File: src/rtl/ptw_pkg.sv
package ptw_pkg;
  typedef enum logic [2:0] {
    ST_IDLE,
    ST_READ,
    ST_CHECK,
    ST_WB,
    ST_DONE
  } walk_st_t;

  localparam logic [1:0] PRIV_U = 2'd0;
  localparam logic [1:0] PRIV_S = 2'd1;
  localparam logic [1:0] PRIV_M = 2'd3;

  localparam logic [1:0] ACC_FETCH = 2'd0;
  localparam logic [1:0] ACC_LOAD  = 2'd1;
  localparam logic [1:0] ACC_STORE = 2'd2;

  // entry bit positions
  localparam int B_V = 0;
  localparam int B_R = 1;
  localparam int B_W = 2;
  localparam int B_X = 3;
  localparam int B_U = 4;
  localparam int B_A = 6;
  localparam int B_D = 7;
  localparam int PTE_PPN_LSB = 10;
endpackage

File: src/rtl/ptw_mode_sel.sv
module ptw_mode_sel
  import ptw_pkg::*;
(
  input  logic [1:0] priv,
  input  logic [1:0] kind,
  input  logic [1:0] prev_priv,
  input  logic       data_prev_en,
  input  logic       xlat_on,
  output logic [1:0] eff_priv,
  output logic       bypass
);
  always_comb begin
    eff_priv = priv;
    if (priv == PRIV_M && kind != ACC_FETCH && data_prev_en)
      eff_priv = prev_priv;
    bypass = (eff_priv == PRIV_M) || !xlat_on;
  end
endmodule

File: src/rtl/ptw_leaf_check.sv
module ptw_leaf_check
  import ptw_pkg::*;
#(
  parameter int PTE_W = 32,
  parameter int IDX_W = 10,
  localparam int PPN_W = PTE_W - PTE_PPN_LSB
) (
  input  logic [PTE_W-1:0] pte,
  input  logic             first_lvl,
  input  logic [1:0]       eff_priv,
  input  logic [1:0]       kind,
  input  logic             sum_en,
  input  logic             mxr_en,
  output logic             descend,
  output logic             fault,
  output logic             gr,
  output logic             gw,
  output logic             gx,
  output logic             wb_need,
  output logic [PTE_W-1:0] pte_upd
);
  logic v, r, w, x, u, d;
  logic is_ptr, is_store, is_fetch, is_load;
  logic rsvd, user_bad, sup_bad, misal, perm_bad, leaf_bad;
  logic [PPN_W-1:0] ppn;

  assign v   = pte[B_V];
  assign r   = pte[B_R];
  assign w   = pte[B_W];
  assign x   = pte[B_X];
  assign u   = pte[B_U];
  assign d   = pte[B_D];
  assign ppn = pte[PTE_W-1:PTE_PPN_LSB];

  assign is_store = (kind == ACC_STORE);
  assign is_fetch = (kind == ACC_FETCH);
  assign is_load  = !is_store && !is_fetch;
  assign is_ptr   = !r && !w && !x;

  assign rsvd     = w && !r;
  assign user_bad = u && (eff_priv != PRIV_U) && (!sum_en || is_fetch);
  assign sup_bad  = !u && (eff_priv != PRIV_S);
  assign misal    = first_lvl && (ppn[IDX_W-1:0] != '0);
  assign perm_bad = (is_load && !(r || (x && mxr_en))) ||
                    (is_store && !w) ||
                    (is_fetch && !x);
  assign leaf_bad = rsvd || user_bad || sup_bad || misal || perm_bad;

  assign descend = v && is_ptr && first_lvl;
  assign fault   = !v || (is_ptr && !first_lvl) || (!is_ptr && leaf_bad);

  assign gr = r || (x && mxr_en);
  assign gx = x;
  assign gw = w && (is_store || d);

  always_comb begin
    pte_upd = pte;
    pte_upd[B_A] = 1'b1;
    if (is_store) pte_upd[B_D] = 1'b1;
  end
  assign wb_need = (pte_upd != pte);
endmodule

File: src/rtl/ptw_addr_unit.sv
module ptw_addr_unit
  import ptw_pkg::*;
#(
  parameter int VA_W  = 32,
  parameter int PTE_W = 32,
  parameter int OFF_W = 12,
  parameter int IDX_W = 10,
  localparam int LEVELS = 2,
  localparam int PPN_W  = PTE_W - PTE_PPN_LSB,
  localparam int PA_W   = PPN_W + OFF_W
) (
  input  logic [PPN_W-1:0] base_ppn,
  input  logic [PPN_W-1:0] leaf_ppn,
  input  logic [VA_W-1:0]  va,
  input  logic             lvl_second,
  output logic [PA_W-1:0]  ent_addr,
  output logic [PA_W-1:0]  leaf_pa
);
  localparam int ENT_SH = OFF_W - IDX_W;

  logic [IDX_W-1:0] vpn [LEVELS];
  for (genvar g = 0; g < LEVELS; g++) begin : g_vpn
    assign vpn[g] = va[OFF_W + g*IDX_W +: IDX_W];
  end

  logic [IDX_W-1:0] idx;
  assign idx      = lvl_second ? vpn[0] : vpn[LEVELS-1];
  assign ent_addr = {base_ppn, idx, {ENT_SH{1'b0}}};

  always_comb begin
    if (lvl_second) leaf_pa = {leaf_ppn, va[OFF_W-1:0]};
    else            leaf_pa = {leaf_ppn[PPN_W-1:IDX_W], va[OFF_W+IDX_W-1:0]};
  end
endmodule

File: src/rtl/pt_walker2.sv
module pt_walker2
  import ptw_pkg::*;
#(
  parameter int VA_W  = 32,
  parameter int PTE_W = 32,
  parameter int OFF_W = 12,
  parameter int IDX_W = 10,
  localparam int PPN_W = PTE_W - PTE_PPN_LSB,
  localparam int PA_W  = PPN_W + OFF_W
) (
  input  logic             clk,
  input  logic             rst,
  input  logic             req_valid,
  output logic             req_ready,
  input  logic [VA_W-1:0]  req_vaddr,
  input  logic [1:0]       req_kind,
  input  logic [1:0]       req_priv,
  input  logic             xlat_on,
  input  logic [PPN_W-1:0] root_ppn,
  input  logic             sup_user_ok,
  input  logic             exec_readable,
  input  logic             data_prev_en,
  input  logic [1:0]       prev_priv,
  output logic             mem_req,
  output logic             mem_we,
  output logic [PA_W-1:0]  mem_addr,
  output logic [PTE_W-1:0] mem_wdata,
  input  logic             mem_ack,
  input  logic [PTE_W-1:0] mem_rdata,
  output logic             done,
  output logic             fault,
  output logic [PA_W-1:0]  phys_addr,
  output logic             grant_r,
  output logic             grant_w,
  output logic             grant_x
);
  walk_st_t         st;
  logic [VA_W-1:0]  va_q;
  logic [1:0]       kind_q, eff_q;
  logic             sum_q, mxr_q, lvl_q;
  logic [PPN_W-1:0] base_q;
  logic [PTE_W-1:0] pte_q;

  logic             res_fault, res_r, res_w, res_x;
  logic [PA_W-1:0]  res_pa;

  logic [1:0]       eff_now;
  logic             bypass_now;
  logic             lc_descend, lc_fault, lc_gr, lc_gw, lc_gx, lc_wb;
  logic [PTE_W-1:0] lc_upd;
  logic [PA_W-1:0]  ent_addr, leaf_pa;

  ptw_mode_sel u_mode (
    .priv         (req_priv),
    .kind         (req_kind),
    .prev_priv    (prev_priv),
    .data_prev_en (data_prev_en),
    .xlat_on      (xlat_on),
    .eff_priv     (eff_now),
    .bypass       (bypass_now)
  );

  ptw_leaf_check #(.PTE_W(PTE_W), .IDX_W(IDX_W)) u_leaf (
    .pte       (pte_q),
    .first_lvl (!lvl_q),
    .eff_priv  (eff_q),
    .kind      (kind_q),
    .sum_en    (sum_q),
    .mxr_en    (mxr_q),
    .descend   (lc_descend),
    .fault     (lc_fault),
    .gr        (lc_gr),
    .gw        (lc_gw),
    .gx        (lc_gx),
    .wb_need   (lc_wb),
    .pte_upd   (lc_upd)
  );

  ptw_addr_unit #(.VA_W(VA_W), .PTE_W(PTE_W), .OFF_W(OFF_W), .IDX_W(IDX_W)) u_addr (
    .base_ppn   (base_q),
    .leaf_ppn   (pte_q[PTE_W-1:PTE_PPN_LSB]),
    .va         (va_q),
    .lvl_second (lvl_q),
    .ent_addr   (ent_addr),
    .leaf_pa    (leaf_pa)
  );

  always_ff @(posedge clk) begin
    if (rst) begin
      st        <= ST_IDLE;
      va_q      <= '0;
      kind_q    <= '0;
      eff_q     <= '0;
      sum_q     <= 1'b0;
      mxr_q     <= 1'b0;
      lvl_q     <= 1'b0;
      base_q    <= '0;
      pte_q     <= '0;
      res_fault <= 1'b0;
      res_r     <= 1'b0;
      res_w     <= 1'b0;
      res_x     <= 1'b0;
      res_pa    <= '0;
    end else begin
      case (st)
        ST_IDLE: begin
          if (req_valid) begin
            va_q   <= req_vaddr;
            kind_q <= req_kind;
            eff_q  <= eff_now;
            sum_q  <= sup_user_ok;
            mxr_q  <= exec_readable;
            lvl_q  <= 1'b0;
            base_q <= root_ppn;
            if (bypass_now) begin
              res_fault <= 1'b0;
              res_r     <= 1'b1;
              res_w     <= 1'b1;
              res_x     <= 1'b1;
              res_pa    <= {{(PA_W-VA_W){1'b0}}, req_vaddr};
              st        <= ST_DONE;
            end else begin
              st <= ST_READ;
            end
          end
        end
        ST_READ: begin
          if (mem_ack) begin
            pte_q <= mem_rdata;
            st    <= ST_CHECK;
          end
        end
        ST_CHECK: begin
          if (lc_fault) begin
            res_fault <= 1'b1;
            res_r     <= 1'b0;
            res_w     <= 1'b0;
            res_x     <= 1'b0;
            res_pa    <= '0;
            st        <= ST_DONE;
          end else if (lc_descend) begin
            base_q <= pte_q[PTE_W-1:PTE_PPN_LSB];
            lvl_q  <= 1'b1;
            st     <= ST_READ;
          end else begin
            res_fault <= 1'b0;
            res_r     <= lc_gr;
            res_w     <= lc_gw;
            res_x     <= lc_gx;
            res_pa    <= leaf_pa;
            if (lc_wb) begin
              pte_q <= lc_upd;
              st    <= ST_WB;
            end else begin
              st <= ST_DONE;
            end
          end
        end
        ST_WB: begin
          if (mem_ack) st <= ST_DONE;
        end
        ST_DONE: st <= ST_IDLE;
        default: st <= ST_IDLE;
      endcase
    end
  end

  assign req_ready = (st == ST_IDLE);
  assign mem_req   = (st == ST_READ) || (st == ST_WB);
  assign mem_we    = (st == ST_WB);
  assign mem_addr  = ent_addr;
  assign mem_wdata = pte_q;
  assign done      = (st == ST_DONE);
  assign fault     = res_fault;
  assign phys_addr = res_pa;
  assign grant_r   = res_r;
  assign grant_w   = res_w;
  assign grant_x   = res_x;
endmodule

File: config.mk
export PLATFORM = sky130hd
export DESIGN_NAME = pt_walker2
export DESIGN_NICKNAME = d
export VERILOG_FILES = /design/src/rtl/ptw_pkg.sv /design/src/rtl/ptw_mode_sel.sv /design/src/rtl/ptw_leaf_check.sv /design/src/rtl/ptw_addr_unit.sv /design/src/rtl/pt_walker2.sv
export SDC_FILE = /design/constraint.sdc
export NUM_CORES = 1
export LEC_CHECK = 0
export BUFFER_PORTS_ARGS = -buffer_cell sky130_fd_sc_hd__buf_2
export CORE_MARGIN = 2
export CORE_UTILIZATION = 45
export DETAILED_ROUTE_END_ITERATION = 7
export PLACE_DENSITY = 0.7
export SYNTH_ARGS = -nofsm -noshare
export SYNTH_HDL_FRONTEND = slang
export SYNTH_HIERARCHICAL = 1
export SYNTH_SLANG_ARGS = --single-unit
export TNS_END_PERCENT = 10
File: constraint.sdc
create_clock -name clk -period 2.35 [get_ports clk]
set_input_delay 0.705 -clock clk [delete_from_list [all_inputs] [get_ports clk]]
set_output_delay 0.705 -clock clk [all_outputs]
set_load 0.03 [all_outputs]
# Word level (Yosys, flattened, before mapping)
# Index checks and enable logic that the tools add are counted.
# op_classes
n_mux	46
eq_ne	18
bitwise_logic	1
reduce_logical	57
# ops
cell	n
$mux 34	4
$mux 22	4
$pmux 34 s2	1
$pmux 32 s2	1
$pmux 22 s2	1
$mux 32	1
$mux 8	3
$mux 3	7
$logic_and 1x1->1	19
$mux 1	16
$logic_or 1x1->1	13
$logic_not 1->1	12
$ne 2x2->1 const B	6
$pmux 3 s4	1
$mux 10	1
$pmux 1 s2	5
$reduce_bool 10->1	1
$reduce_and 4->1	2
$reduce_bool 2->1	4
$eq 2x2->1 const B	3
$eq 3x2->1 const B	2
$ne 2x1->1 const B	3
$reduce_and 3->1	2
$reduce_and 5->1	1
9 further kinds	9
# totals
elab_cells	137
ff_bits	134
in_bits	100

# Longest topological paths before layout
# logic_depth
depth_word	11
mapped_depth	10
depth_no_buf	8

# Cells and area by module
# Netlist, hierarchy kept.
# modules_own_cells
module	cells_per_inst	seq_area_each_um2	instances	area_per_inst_um2
pt_walker2	716	2682.6	1	5769.3
ptw_addr_unit	71	0.0	1	686.9
ptw_leaf_check	51	0.0	1	387.9
ptw_mode_sel	8	0.0	1	56.3

# Worst setup path before layout
# OpenSTA, ideal clock, no wires.
# synth_path
path_type	register -> register
start	register mem_wdata[17] (netlist name)
end	register pte_q[15] (netlist: mem_wdata[15])
stages_incl_launch_ff	10
required_ns	2.259
synth_period_minus_slack_ns	2.613
arrival_ns	2.522
slack_ns	-0.263
cell_sequence	dfxtp_1 > or4_4 > o41ai_2 > a31oi_1 > nor4b_4 > a31o_2 > buf_4 > buf_2 > nor2_1 > a311oi_1
# synth_rtl
item	line	text
end signal, assigned	pt_walker2.sv:129	pte_q <= mem_rdata;
end signal, assigned	pt_walker2.sv:152	pte_q <= lc_upd;
end, declared	pt_walker2.sv:42	logic [PTE_W-1:0] pte_q;

==> flow_summary.ini <==
[grt]
grt_max_degree = 55
first_global_vias = 5740
antenna_found_initial = 0
track_usage_pct = 22.8
grt-ovfl-total = 0
grt_pass1_wl_mm = 29.3

[floorplan]
core_area_um2 = 15100
fp.dieH_um = 128
dieArea_um2 = 16300
rows = 45
ios = 208
die_w_um = 128
initial_utilization_pct = 45.7

[sta]
slew_headroom_pct = 37.0
setup_violations = 92
fin_worst_skew_ns = 0.00678
worst_slack_ns = -0.277
setup_tns_ns = -15.04
timing.final.max_slew_violations = 0
clock.fmax_ghz = 0.381
finalCriticalPeriod_ns = 2.63
worst_pin_slew_ns = 0.943
post-route-period-util_pct = 112
rsz0062_at_grt = yes
final_hold_viol_count = 0

[pwr]
vdd_drop_max_v = 0.000523
comb_power_share_pct = 22.7
netSwitchingFraction_pct = 30.7
internal_power_mw = 4.69
switchingPower_mw = 2.07
p_seq_share_pct = 38.5
pwr-share-clk_pct = 38.8
power-per-cell-area_nw_per_um2 = 778
p_leak_nw = 3.82

[setup_path]
cp-end-kind = flop
crit_chain = or4_4, o41ai_4, buf_4, a31oi_4, nor4b_4, a31o_4, buf_4, buf_12, nor2_1, a311oi_1
r2r_start = mem_wdata[16]
cpMostUsedCell = buf_4
crit_type = flop to flop
path_max_fanout = 12
crit_family = compound AO/OA/AOI/OAI gates
cp.arrival_ns = 2.96
path_buf_inv = 3
cp.required_ns = 2.68
worst_path_max_delay_cell = or4_4
cp-start-kind = flop
startpoint = mem_wdata[16]
slowest_delay_ns = 0.54

[layout]
post_layout_nonfiller_instances = 1189
nets = 1088
drive_gt1_share_pct = 36.4
antennaDiodeCount = 0
syn_to_final_growth_pct = 26.0

[routing]
ant_nets = 0
drtPass1Iterations = 4
wl_met2_mm = 9.07
vias = 6358
viasPerCell = 5.35
top_layer_used = met4
drcViolationCount = 0
wire_per_inst_um = 16.0
dr_wl_met3_mm = 1.13
wl_met1_mm = 8.38
first_iter_violations = 403
routed_wirelength_mm = 19.0

[clock_network]
cts_buffers = 17
clock-root-buffer = clkbuf_16
cts_tree = yes
clk_pin_slew_ns = 0.06
clock_latency_ns = 0.42
htreeDepth = 4
cts.sinks = 134
ctsLongestPathBuffers = 2

[synthesis]
ys.warnings.count = 6
async_reset_ff_share_pct = 0
synth.avg_cell_area_um2 = 8.16
synth_area_um2 = 6900
ys_seq_elements = 134
synth_edf_count = 0
yosys_most_used_dff = dfxtp_1
ys_seq_area_share_pct = 38.9
synth_cells = 846
synth.distinct_cells = 51

[status]
violations = setup timing
status = complete, but fails checks

[place]
gp_congestion = 0.849
dp_hpwl_mm = 13.0
dp_cells = 1146
io_buffers = 205

[hold_path]
hp-start = va_q[2]
hold_path_class = flop to flop

[flow_run]
drv_cap = 0
kinds of logic (layout without fill, tap and decap cells):
logic type | Yosys count | count (layout) | synth area share, %
muxes | 21 | 21 | 4.51
and+or+nand+nor | 325 | 325 | 21.4
AOI/OAI and AO/OA | 208 | 208 | 21.5
other | 2 | 3 | 0.109
DFF | 134 | 134 | 38.9
xor gates and xnor gates | 1 | 1 | 0.127
buffers and inverters | 155 | 309 | 13.5
worst paths after layout:
check	to	slack, ns	cells past startpoint
min	va_q[2]	0.45	2
max reg2reg	mem_wdata[27]	-0.28	10
max	mem_wdata[27]	-0.28	10
min reg2reg	va_q[2]	0.45	2
worst register-to-register path, delay by kind of cell (launching register included):
kind / cells / cell delay [ns]
AND/OR/NAND/NOR: 3 / 0.87
AO/OA/AOI/OAI: 4 / 0.91
flip-flops: 1 / 0.31
buffers and inverters: 3 / 0.45
timing repair:
item                       4_1_cts  5_1_grt
cloned                           3        2
setup buffers                    4        3
pin swaps                        8        4
gates resized for setup         11        6
hold buffers                     0        0
setup endpoints to repair      100       94
routing by layer:
metal | up-vias | GRT usage (%)
met2 | 204 | 37.7
met3 | 28 | 4.84
met1 | 2991 | 29.1
met5 | - | 0
li1 | 3135 | -
met4 | 0 | 8.99
state kept, by name, summed over array words and instances (netlist names), 2 cells and up:
signal     count
base_q        22
phys_addr     34
eff_q          2
va_q          32
st             3
mem_wdata     32
kind_q         2
power groups by stage:
| stage | logic (mW) | clock network, mW | registers, mW |
|---|---|---|---|
| CTS | 1.53 | 2.68 | 2.60 |
| detailed placement | 1.48 | 0 | 2.65 |
| global route | 1.66 | 2.75 | 2.62 |
| finish | 1.53 | 2.63 | 2.60 |
| global placement | 1.46 | 0 | 2.65 |
| floorplan | 0.912 | 0 | 2.83 |
stage by stage:
stage / util [%] / area [um2] / setup slack, ns / power [mW] / hold slack, ns
after floorplan: - / 6950 / -0.123 / 3.74 / 0.433
after CTS: 57.1 / 8620 / -0.279 / 6.81 / 0.451
after global placement: 52.1 / 7860 / -0.318 / 4.11 / 0.438
after detailed placement: 52.1 / 7860 / -0.387 / 4.13 / 0.442
final: 57.6 / 8700 / -0.277 / 6.76 / 0.450
after global routing: 57.6 / 8700 / -0.393 / 7.04 / 0.468
synthesized netlist by cell type (all sizes together) (3+ instances only):
master,instances,area share (%)
nor2,77,4.2
dfxtp,134,39
a211oi,35,5.0
o21a,22,2.4
o21ai,4,0.29
buf,110,11
a311oi,32,4.1
o21bai,3,0.33
nor3b,34,3.8
nand2,187,10
a21oi,74,5.4
inv,5,0.27
nand3,3,0.22
nand2b,7,0.63
clkbuf,40,2.2
mux2,21,4.5
a31oi,24,2.2
layout by cell type, fill, tap and decap left out, types with 4 or more instances in the layout:
cell | Yosys | layout
a211oi_2 | 16 | 16
nor3b_1 | 33 | 32
a21oi_1 | 74 | 73
buf_12 | 0 | 14
a31oi_1 | 24 | 23
nand2_1 | 187 | 187
o21ai_0 | 4 | 4
o21a_1 | 22 | 22
buf_4 | 82 | 48
inv_1 | 5 | 5
clkinv_2 | 0 | 5
nor2_1 | 77 | 76
nand2b_1 | 7 | 7
buf_2 | 23 | 204
mux2_4 | 20 | 20
dfxtp_2 | 0 | 5
a311oi_1 | 32 | 29
a211oi_1 | 19 | 19
clkbuf_16 | 0 | 19
dfxtp_1 | 134 | 128
area by class of cell:
| class | count | area [um2] |
|---|---|---|
| fillers | 1402 | 6390 |
| multi-input cells | 558 | 3380 |
| flip-flops and latches | 134 | 2690 |
| repair buffers | 272 | 1790 |
| clock buffers | 20 | 457 |
| well taps | 188 | 235 |
| clock inverters | 12 | 125 |
| inverters | 5 | 18.8 |
Power figures use the tool's default switching activity.
